===== config.mk =====
export PLATFORM = sky130hd
export DESIGN_NAME = pic_init_seq
export DESIGN_NICKNAME = d
export VERILOG_FILES = /design/src/rtl/pic_init_pkg.sv /design/src/rtl/pic_wr_decode.sv /design/src/rtl/pic_init_fsm.sv /design/src/rtl/pic_op_regs.sv /design/src/rtl/pic_init_seq.sv
export SDC_FILE = /design/constraint.sdc
export NUM_CORES = 1
export LEC_CHECK = 0
export BUFFER_PORTS_ARGS = -buffer_cell sky130_fd_sc_hd__buf_4
export CORE_MARGIN = 2
export CORE_UTILIZATION = 45
export DETAILED_ROUTE_END_ITERATION = 8
export HOLD_SLACK_MARGIN = 0.15
export PLACE_DENSITY_LB_ADDON = 0.3
export SLEW_MARGIN = 10
export SYNTH_ARGS = -nofsm -noshare
export SYNTH_HDL_FRONTEND = slang
export SYNTH_HIERARCHICAL = 1
export SYNTH_SLANG_ARGS = --single-unit

===== constraint.sdc =====
create_clock -name clk -period 2.3 [get_ports clk]
set_clock_uncertainty 0.1 [all_clocks]
set_input_delay 0 -clock clk [delete_from_list [all_inputs] [get_ports clk]]
set_output_delay 0 -clock clk [all_outputs]
set_load 0.1 [all_outputs]

===== src/rtl/pic_init_pkg.sv =====
package pic_init_pkg;
  localparam int DW = 8;

  typedef enum logic [2:0] {
    ST_IDLE = 3'd0,
    ST_W2   = 3'd1,
    ST_W3   = 3'd2,
    ST_W4   = 3'd3,
    ST_RUN  = 3'd4
  } seq_st_e;

  typedef struct packed {
    logic start;
    logic hi_wr;
    logic cmd_a;
    logic cmd_b;
  } wr_cls_t;

  typedef struct packed {
    logic cpu16;
    logic aeoi;
    logic buf_master;
    logic buffered;
    logic sfnm;
  } opt_t;
endpackage


===== src/rtl/pic_wr_decode.sv =====
module pic_wr_decode
  import pic_init_pkg::*;
#(
  parameter int W = 8
) (
  input  logic         sel,
  input  logic         wr,
  input  logic         addr,
  input  logic [W-1:0] data,
  output wr_cls_t      cls
);
  logic go;
  always_comb begin
    go        = sel & wr;
    cls.start = go & ~addr & data[4];
    cls.hi_wr = go & addr;
    cls.cmd_a = go & ~addr & ~data[4] & ~data[3];
    cls.cmd_b = go & ~addr & ~data[4] & data[3];
  end
endmodule


===== src/rtl/pic_init_fsm.sv =====
module pic_init_fsm
  import pic_init_pkg::*;
#(
  parameter int W    = 8,
  parameter int LO_W = 3
) (
  input  logic            clk,
  input  logic            rst_n,
  input  wr_cls_t         cls,
  input  logic [W-1:0]    data,
  output logic            ready,
  output logic            single,
  output logic            level,
  output logic            adi,
  output logic [W+LO_W-1:0] vec_base,
  output logic [W-1:0]    casc,
  output opt_t            opt
);
  seq_st_e st;
  logic    want4;

  assign ready = (st == ST_RUN);

  always_ff @(posedge clk or negedge rst_n) begin
    if (!rst_n) begin
      st       <= ST_IDLE;
      want4    <= 1'b0;
      single   <= 1'b0;
      level    <= 1'b0;
      adi      <= 1'b0;
      vec_base <= '0;
      casc     <= '0;
      opt      <= '0;
    end else if (cls.start) begin
      st                   <= ST_W2;
      want4                <= data[0];
      single               <= data[1];
      adi                  <= data[2];
      level                <= data[3];
      vec_base[LO_W-1:0]   <= data[W-1:W-LO_W];
      opt                  <= '0;
    end else if (cls.hi_wr) begin
      unique case (st)
        ST_W2: begin
          vec_base[W+LO_W-1:LO_W] <= data;
          st <= !single ? ST_W3 : (want4 ? ST_W4 : ST_RUN);
        end
        ST_W3: begin
          casc <= data;
          st   <= want4 ? ST_W4 : ST_RUN;
        end
        ST_W4: begin
          opt.cpu16      <= data[0];
          opt.aeoi       <= data[1];
          opt.buf_master <= data[2];
          opt.buffered   <= data[3];
          opt.sfnm       <= data[4];
          st             <= ST_RUN;
        end
        default: ;
      endcase
    end
  end
endmodule


===== src/rtl/pic_op_regs.sv =====
module pic_op_regs
  import pic_init_pkg::*;
#(
  parameter int W = 8
) (
  input  logic         clk,
  input  logic         rst_n,
  input  wr_cls_t      cls,
  input  logic         ready,
  input  logic [W-1:0] data,
  output logic [W-1:0] mask,
  output logic         smm,
  output logic         rd_isr,
  output logic         rot,
  output logic         clr_pulse,
  output logic         cmd_pulse,
  output logic         poll_pulse,
  output logic [W-1:0] cmd
);
  always_ff @(posedge clk or negedge rst_n) begin
    if (!rst_n) begin
      mask       <= '0;
      smm        <= 1'b0;
      rd_isr     <= 1'b0;
      rot        <= 1'b0;
      clr_pulse  <= 1'b0;
      cmd_pulse  <= 1'b0;
      poll_pulse <= 1'b0;
      cmd        <= '0;
    end else begin
      clr_pulse  <= cls.start;
      cmd_pulse  <= 1'b0;
      poll_pulse <= 1'b0;
      if (cls.start) begin
        mask   <= '0;
        smm    <= 1'b0;
        rd_isr <= 1'b0;
        rot    <= 1'b0;
      end else if (ready) begin
        if (cls.hi_wr) mask <= data;
        if (cls.cmd_a) begin
          cmd       <= data;
          cmd_pulse <= 1'b1;
          if (data[7:5] == 3'b100) rot <= 1'b1;
          if (data[7:5] == 3'b000) rot <= 1'b0;
        end
        if (cls.cmd_b) begin
          cmd <= data;
          if (data[2]) poll_pulse <= 1'b1;
          else if (data[1]) rd_isr <= data[0];
          if (data[6]) smm <= data[5];
        end
      end
    end
  end
endmodule


===== src/rtl/pic_init_seq.sv =====
module pic_init_seq
  import pic_init_pkg::*;
#(
  parameter int NUM_IR = 8
) (
  input  logic                      clk,
  input  logic                      rst_n,
  input  logic                      bus_sel,
  input  logic                      bus_wr,
  input  logic                      bus_addr,
  input  logic [7:0]                bus_wdata,
  output logic                      cfg_ready,
  output logic                      cfg_single,
  output logic                      cfg_level,
  output logic                      cfg_adi,
  output logic [10:0]               cfg_vec_base,
  output logic [NUM_IR-1:0]         cfg_slave_map,
  output logic [$clog2(NUM_IR)-1:0] cfg_slave_id,
  output logic                      cfg_aeoi,
  output logic                      cfg_buf_master,
  output logic                      cfg_buffered,
  output logic                      cfg_sfnm,
  output logic                      cfg_cpu16,
  output logic [NUM_IR-1:0]         irq_mask,
  output logic                      spec_mask_mode,
  output logic                      read_isr_sel,
  output logic                      rot_in_aeoi,
  output logic                      init_clr,
  output logic                      cmd_stb,
  output logic [7:0]                cmd_byte,
  output logic                      poll_stb
);
  localparam int ID_W = $clog2(NUM_IR);
  localparam int LO_W = 3;

  wr_cls_t cls;
  opt_t    opt;
  logic [DW-1:0] casc;
  logic [DW-1:0] mask_full;

  pic_wr_decode #(.W(DW)) u_dec (
    .sel(bus_sel), .wr(bus_wr), .addr(bus_addr), .data(bus_wdata), .cls(cls)
  );

  pic_init_fsm #(.W(DW), .LO_W(LO_W)) u_fsm (
    .clk(clk), .rst_n(rst_n), .cls(cls), .data(bus_wdata),
    .ready(cfg_ready), .single(cfg_single), .level(cfg_level), .adi(cfg_adi),
    .vec_base(cfg_vec_base), .casc(casc), .opt(opt)
  );

  pic_op_regs #(.W(DW)) u_ops (
    .clk(clk), .rst_n(rst_n), .cls(cls), .ready(cfg_ready), .data(bus_wdata),
    .mask(mask_full), .smm(spec_mask_mode), .rd_isr(read_isr_sel),
    .rot(rot_in_aeoi), .clr_pulse(init_clr), .cmd_pulse(cmd_stb),
    .poll_pulse(poll_stb), .cmd(cmd_byte)
  );

  assign cfg_slave_map  = casc[NUM_IR-1:0];
  assign cfg_slave_id   = casc[ID_W-1:0];
  assign irq_mask       = mask_full[NUM_IR-1:0];
  assign cfg_cpu16      = opt.cpu16;
  assign cfg_aeoi       = opt.aeoi;
  assign cfg_buf_master = opt.buf_master;
  assign cfg_buffered   = opt.buffered;
  assign cfg_sfnm       = opt.sfnm;
endmodule


# Word-level counts from Yosys, hierarchy flattened
# Cells that the tools add are included.
# totals
register_bits	53
latchBits	0
ram_bits	0
rom_bits	0
in_bits	13
output_inout_bits	53
wordCells	92
n_memories	0
# op_classes
n_addsub	0
mul	0
div_mod_pow	0
order_cmp	0
eq_ne	6
shifts	0
n_mux	34
bitwise_logic	11
reduce_logical	20
# ops
operator	count
two-way mux 8 bit	5
two-way mux 1 bit	21
nonzero test 2 bit	8
two-way mux 5 bit	3
AND reduction 3 bit	5
two-way mux 3 bit	4
case mux 3 bit (3 select lines)	1
AND 1 bit	7
== test 3 x 2 -> 1 bit, second input constant	2
== test 3 bit, second input constant	2
AND reduction 2 bit	3
NOT 1 bit	4
AND reduction 4 bit	1
nonzero test 4 bit	1
== test 3 x 1 -> 1 bit, second input constant	1
zero test 3 bit	1
nonzero test 3 bit	1
inequality test 2 x 1 -> 1 bit, second input constant	1

# Depth between registers and ports, before layout
# logic_depth
word_depth	7
depth_mapped	6

# Modules after synthesis
# The synthesis kept the hierarchy.
# by_module_without_submodules
mod	n_inst	cells_per_inst	area_each_um2	seq_area_each_um2
pic_init_fsm	1	89	1305.0	775.7
pic_op_regs	1	71	872.1	550.5
pic_wr_decode	1	5	48.8	0.0
pic_init_seq	1	3	22.5	0.0

# Worst setup path after synthesis
# No wires, ideal clock.
# synth_timing
kind	reg-to-reg
start	register u_fsm.st[1]
end	register u_ops.cmd[0]
arrival_ps	4005
setup_slack_ps	-1931
stages_incl_launch_ff	5
n_path_buf	1
period_less_slack_ps	4231
cell_sequence	dfrtp_1 -> clkbuf_1 -> nor3b_1 -> nor3b_4 -> mux2_2
# synth_via
elab_chain_len	2
# synth_rtl
item	line	source
from (decl)	pic_init_fsm.sv:19	seq_st_e st;
from (signal assigned)	pic_init_fsm.sv:46	st <= !single ? ST_W3 : (want4 ? ST_W4 : ST_RUN);
from (signal assigned)	pic_init_fsm.sv:50	st <= want4 ? ST_W4 : ST_RUN;
== test 3 bit	pic_init_fsm.sv:22	assign ready = (st == ST_RUN);
named net cfg_ready	pic_init_seq.sv:12	output logic cfg_ready,
AND reduction 3 bit (no source line)	--	
to (signal assigned)	pic_op_regs.sv:42	cmd <= data;
to (signal assigned)	pic_op_regs.sv:48	cmd <= data;
to (decl)	pic_op_regs.sv:18	output logic [W-1:0] cmd
# The timed path passes the listed nets, and every way through them passes these cells.
# A chain may end at the register's enable or synchronous reset.

==> flow_summary_export.csv <==
group,metric,value,unit
run_status,status,"completed",
job,drv_cap,0,
logic_synthesis,synth.area.mux_share,20.4,%
cells_and_area,antenna_cells,0,
clock_tree,postCtsSetupRepairBufs,0,
cells_and_area,layout.nets,258,
die,ios,66,
cells_and_area,layout.cells.non_filler,313,
cells_and_area,nFillCells,402,
worst_setup_path,crit_arrival,2.20,ns
worst_setup_path,cpPeakStageDelay,0.57,ns
sta,max_freq,0.477,GHz
die,fp.dieH,74.7,um
sta,fin_crit,2.10,ns
detailed_routing,drt-total-wl,5.00,mm
logic_synthesis,synth_flop_cell,"dfrtp_1",
detailed_routing,drt-initial-drc-count,124,
die,die_area,5580,um^2
worst_setup_path,path_max_fanout,8,
cells_and_area,drive_gt1_share,46.7,%
worst_setup_path,r2r-start,"u_fsm/st[0]",
die,fp.dieW,74.7,um
logic_synthesis,synth_top_family_by_area,"multiplexers",
worst_setup_path,crit_path_cell_trace,"dlygate4sd3_1 > buf_4 > nor4b_2 > nor2_1 > nor3b_4 > mux2_2",
worst_setup_path,critPathLaunchType,"primary input",
place,gp_congestion,0.820,
detailed_routing,drc_errors,0,
clock_tree,clkTransAtPathRegs,0.09,ns
logic_synthesis,synth_edf_count,0,
die,initial_utilization,47.0,%
sta,rsz0062_at_grt,"false",
sta,finalHoldViolations,0,
place,pre_cts_slack,0.475,ns
place,hpwl,3.36,mm
detailed_routing,drt_first_pass_iters,4,
global_routing,grt_pass1_wl,8.04,mm
worst_setup_path,critPathBufInv,2,
clock_tree,numCtsBuffers,5,
clock_tree,htree_levels,2,
sta,setup_viol,0,
logic_synthesis,ys_warn_count,6,
global_routing,antenna_found_initial,0,
place,port_buffers,65,
logic_synthesis,synthXorXnorAreaFrac,0,%
sta,period_share,91.2,%
logic_synthesis,synth_top_area_share,59.0,%
logic_synthesis,syn_inst,168,
worst_setup_path,crit_path_top_delay_cell,"dlygate4sd3_1",
global_routing,grt_overflow_total,0,
logic_synthesis,netlist_area,2250,um^2
logic_synthesis,synth_seq_cells,53,
worst_setup_path,critPathRequiredTime,2.40,ns
clock_tree,cts_tree,"yes",
place,dp_cells,291,
die,rows,25,
logic_synthesis,ys_types,34,
logic_synthesis,synthAdderAreaFrac,0,%
logic_synthesis,yosys.area.top_type,"dfrtp_1",
logic_synthesis,synthTopCellsByCount,"dfrtp_1, mux2_2, a21oi_1",
sta,worst-slew-pin-transition,0.643,ns
clock_tree,cts_buffer_depth,2,
logic_synthesis,synth_compound_area_share,3.67,%
logic_synthesis,synthSimpleGateAreaFrac,13.9,%
logic_synthesis,postSynthAreaPerCell,13.4,um^2
worst_setup_path,crit_path_end_kind,"flip-flop",
global_routing,grt_usage,19.7,%
sta,maxSlewHeadroom,57.1,%
clock_tree,root_buffer,"clkbuf_8",
detailed_routing,wire_per_inst,16.0,um
die,core_area,4790,um^2
logic_synthesis,synth_area_leaders,"dfrtp_1, mux2_2, mux2_4, mux2i_1, a21oi_1",
clock_tree,clock-sinks,53,
min_path,min_path_type,"primary input to async pin",
sta,setup_slack,0.203,ns
logic_synthesis,syn_nets,181,
clock_tree,clock_latency,0.31,ns
cells_and_area,syn_to_final_growth,34.3,%
detailed_routing,vias,1579,
worst_setup_path,crit_start,"bus_wdata[4]",
logic_synthesis,synthArstFlopShare,100,%
detailed_routing,vias_per_cell,5.04,
worst_setup_path,path_class,"primary input to flip-flop",
sta,slew_viol_final,0,
worst_setup_path,crit_family,"simple AND/OR/NAND/NOR gates",
logic_synthesis,ys_seq_area_share,59.0,%
detailed_routing,ant_nets,0,
logic_synthesis,synth.most_common_cell,"dfrtp_1",
global_routing,grt_pass1_vias,1585,
global_routing,grt_max_degree,54,
[per-layer routing]
layer / wire length (um) / vias up / track usage, %
met5: 0 / - / 0
met4: 44 / 0 / 5.36
met3: 235 / 5 / 6.29
met2: 2610 / 32 / 30.7
met1: 2110 / 800 / 27.0
li1: - / 742 / -
[worst paths after layout]
kind | to | slack, ns | cells past startpoint
min reg2reg | u_fsm/casc[7] | 0.42 | 1
min | u_fsm/casc[3] | 0.15 | 2
max | u_ops/cmd[0] | 0.20 | 6
max reg2reg | u_ops/cmd[0] | 0.47 | 3
min in group clk | u_fsm/vec_base[2] | 0.40 | 3
max in group asynchronous | u_ops/cmd[7] | 1.52 | 2
[layout make-up]
cell class                 instances  area, um^2  share of cell area [%]
timing repair buffer              82         651                    21.5
sequential                        53        1330                    43.9
clock buffer                       7        76.3                    2.53
clock inverter                     1        7.51                   0.249
tap                               67        83.8                    2.78
multi-input combinational        103         875                    29.0
[placed cells by master (no fill, tap or decap), types with 5 or more instances in the layout]
cell and count:
buf_4 68, mux2_2 22, a21oi_1 11, dfrtp_1 53, nor2_1 10, mux2_4 9, clkbuf_8 5, nand2_1 9
nand3_1 9, dlygate4sd3_1 14, mux2i_1 8
[cells by family (layout without fill, tap and decap cells)]
kind of cell	count (synthesis)	count (layout)
flops	53	53
compound gates	15	15
buf+inv	12	90
mux	39	39
simple gates	49	49
[registers in the layout, indices dropped and copies added (netlist names), 3 cells and up]
signal,cells
u_fsm/casc,8
u_fsm/vec_base,11
u_ops/cmd,8
u_fsm/opt,5
u_fsm/st,3
u_ops/mask,8
[metrics by stage]
step	area [um^2]	util (%)	hold WS [ns]	setup TNS [ns]
2_1_floorplan	2280	-	-0.396	-1.67
3_3_place_gp	2800	58.4	-0.0249	0
3_5_place_dp	2800	58.4	-0.0284	0
4_1_cts	3020	63.1	0.184	0
5_1_grt	3020	63.1	0.222	0
6_report	3020	63.1	0.149	0
[timing repair]
item | in CTS | in global routing
hold buffers | 14 | 0
resized for setup | 0 | 0
hold endpoints to repair | 104 | 0
Power is not shown: default switching activity piles up to over one toggle a cycle in this logic, so the estimate is an artifact.
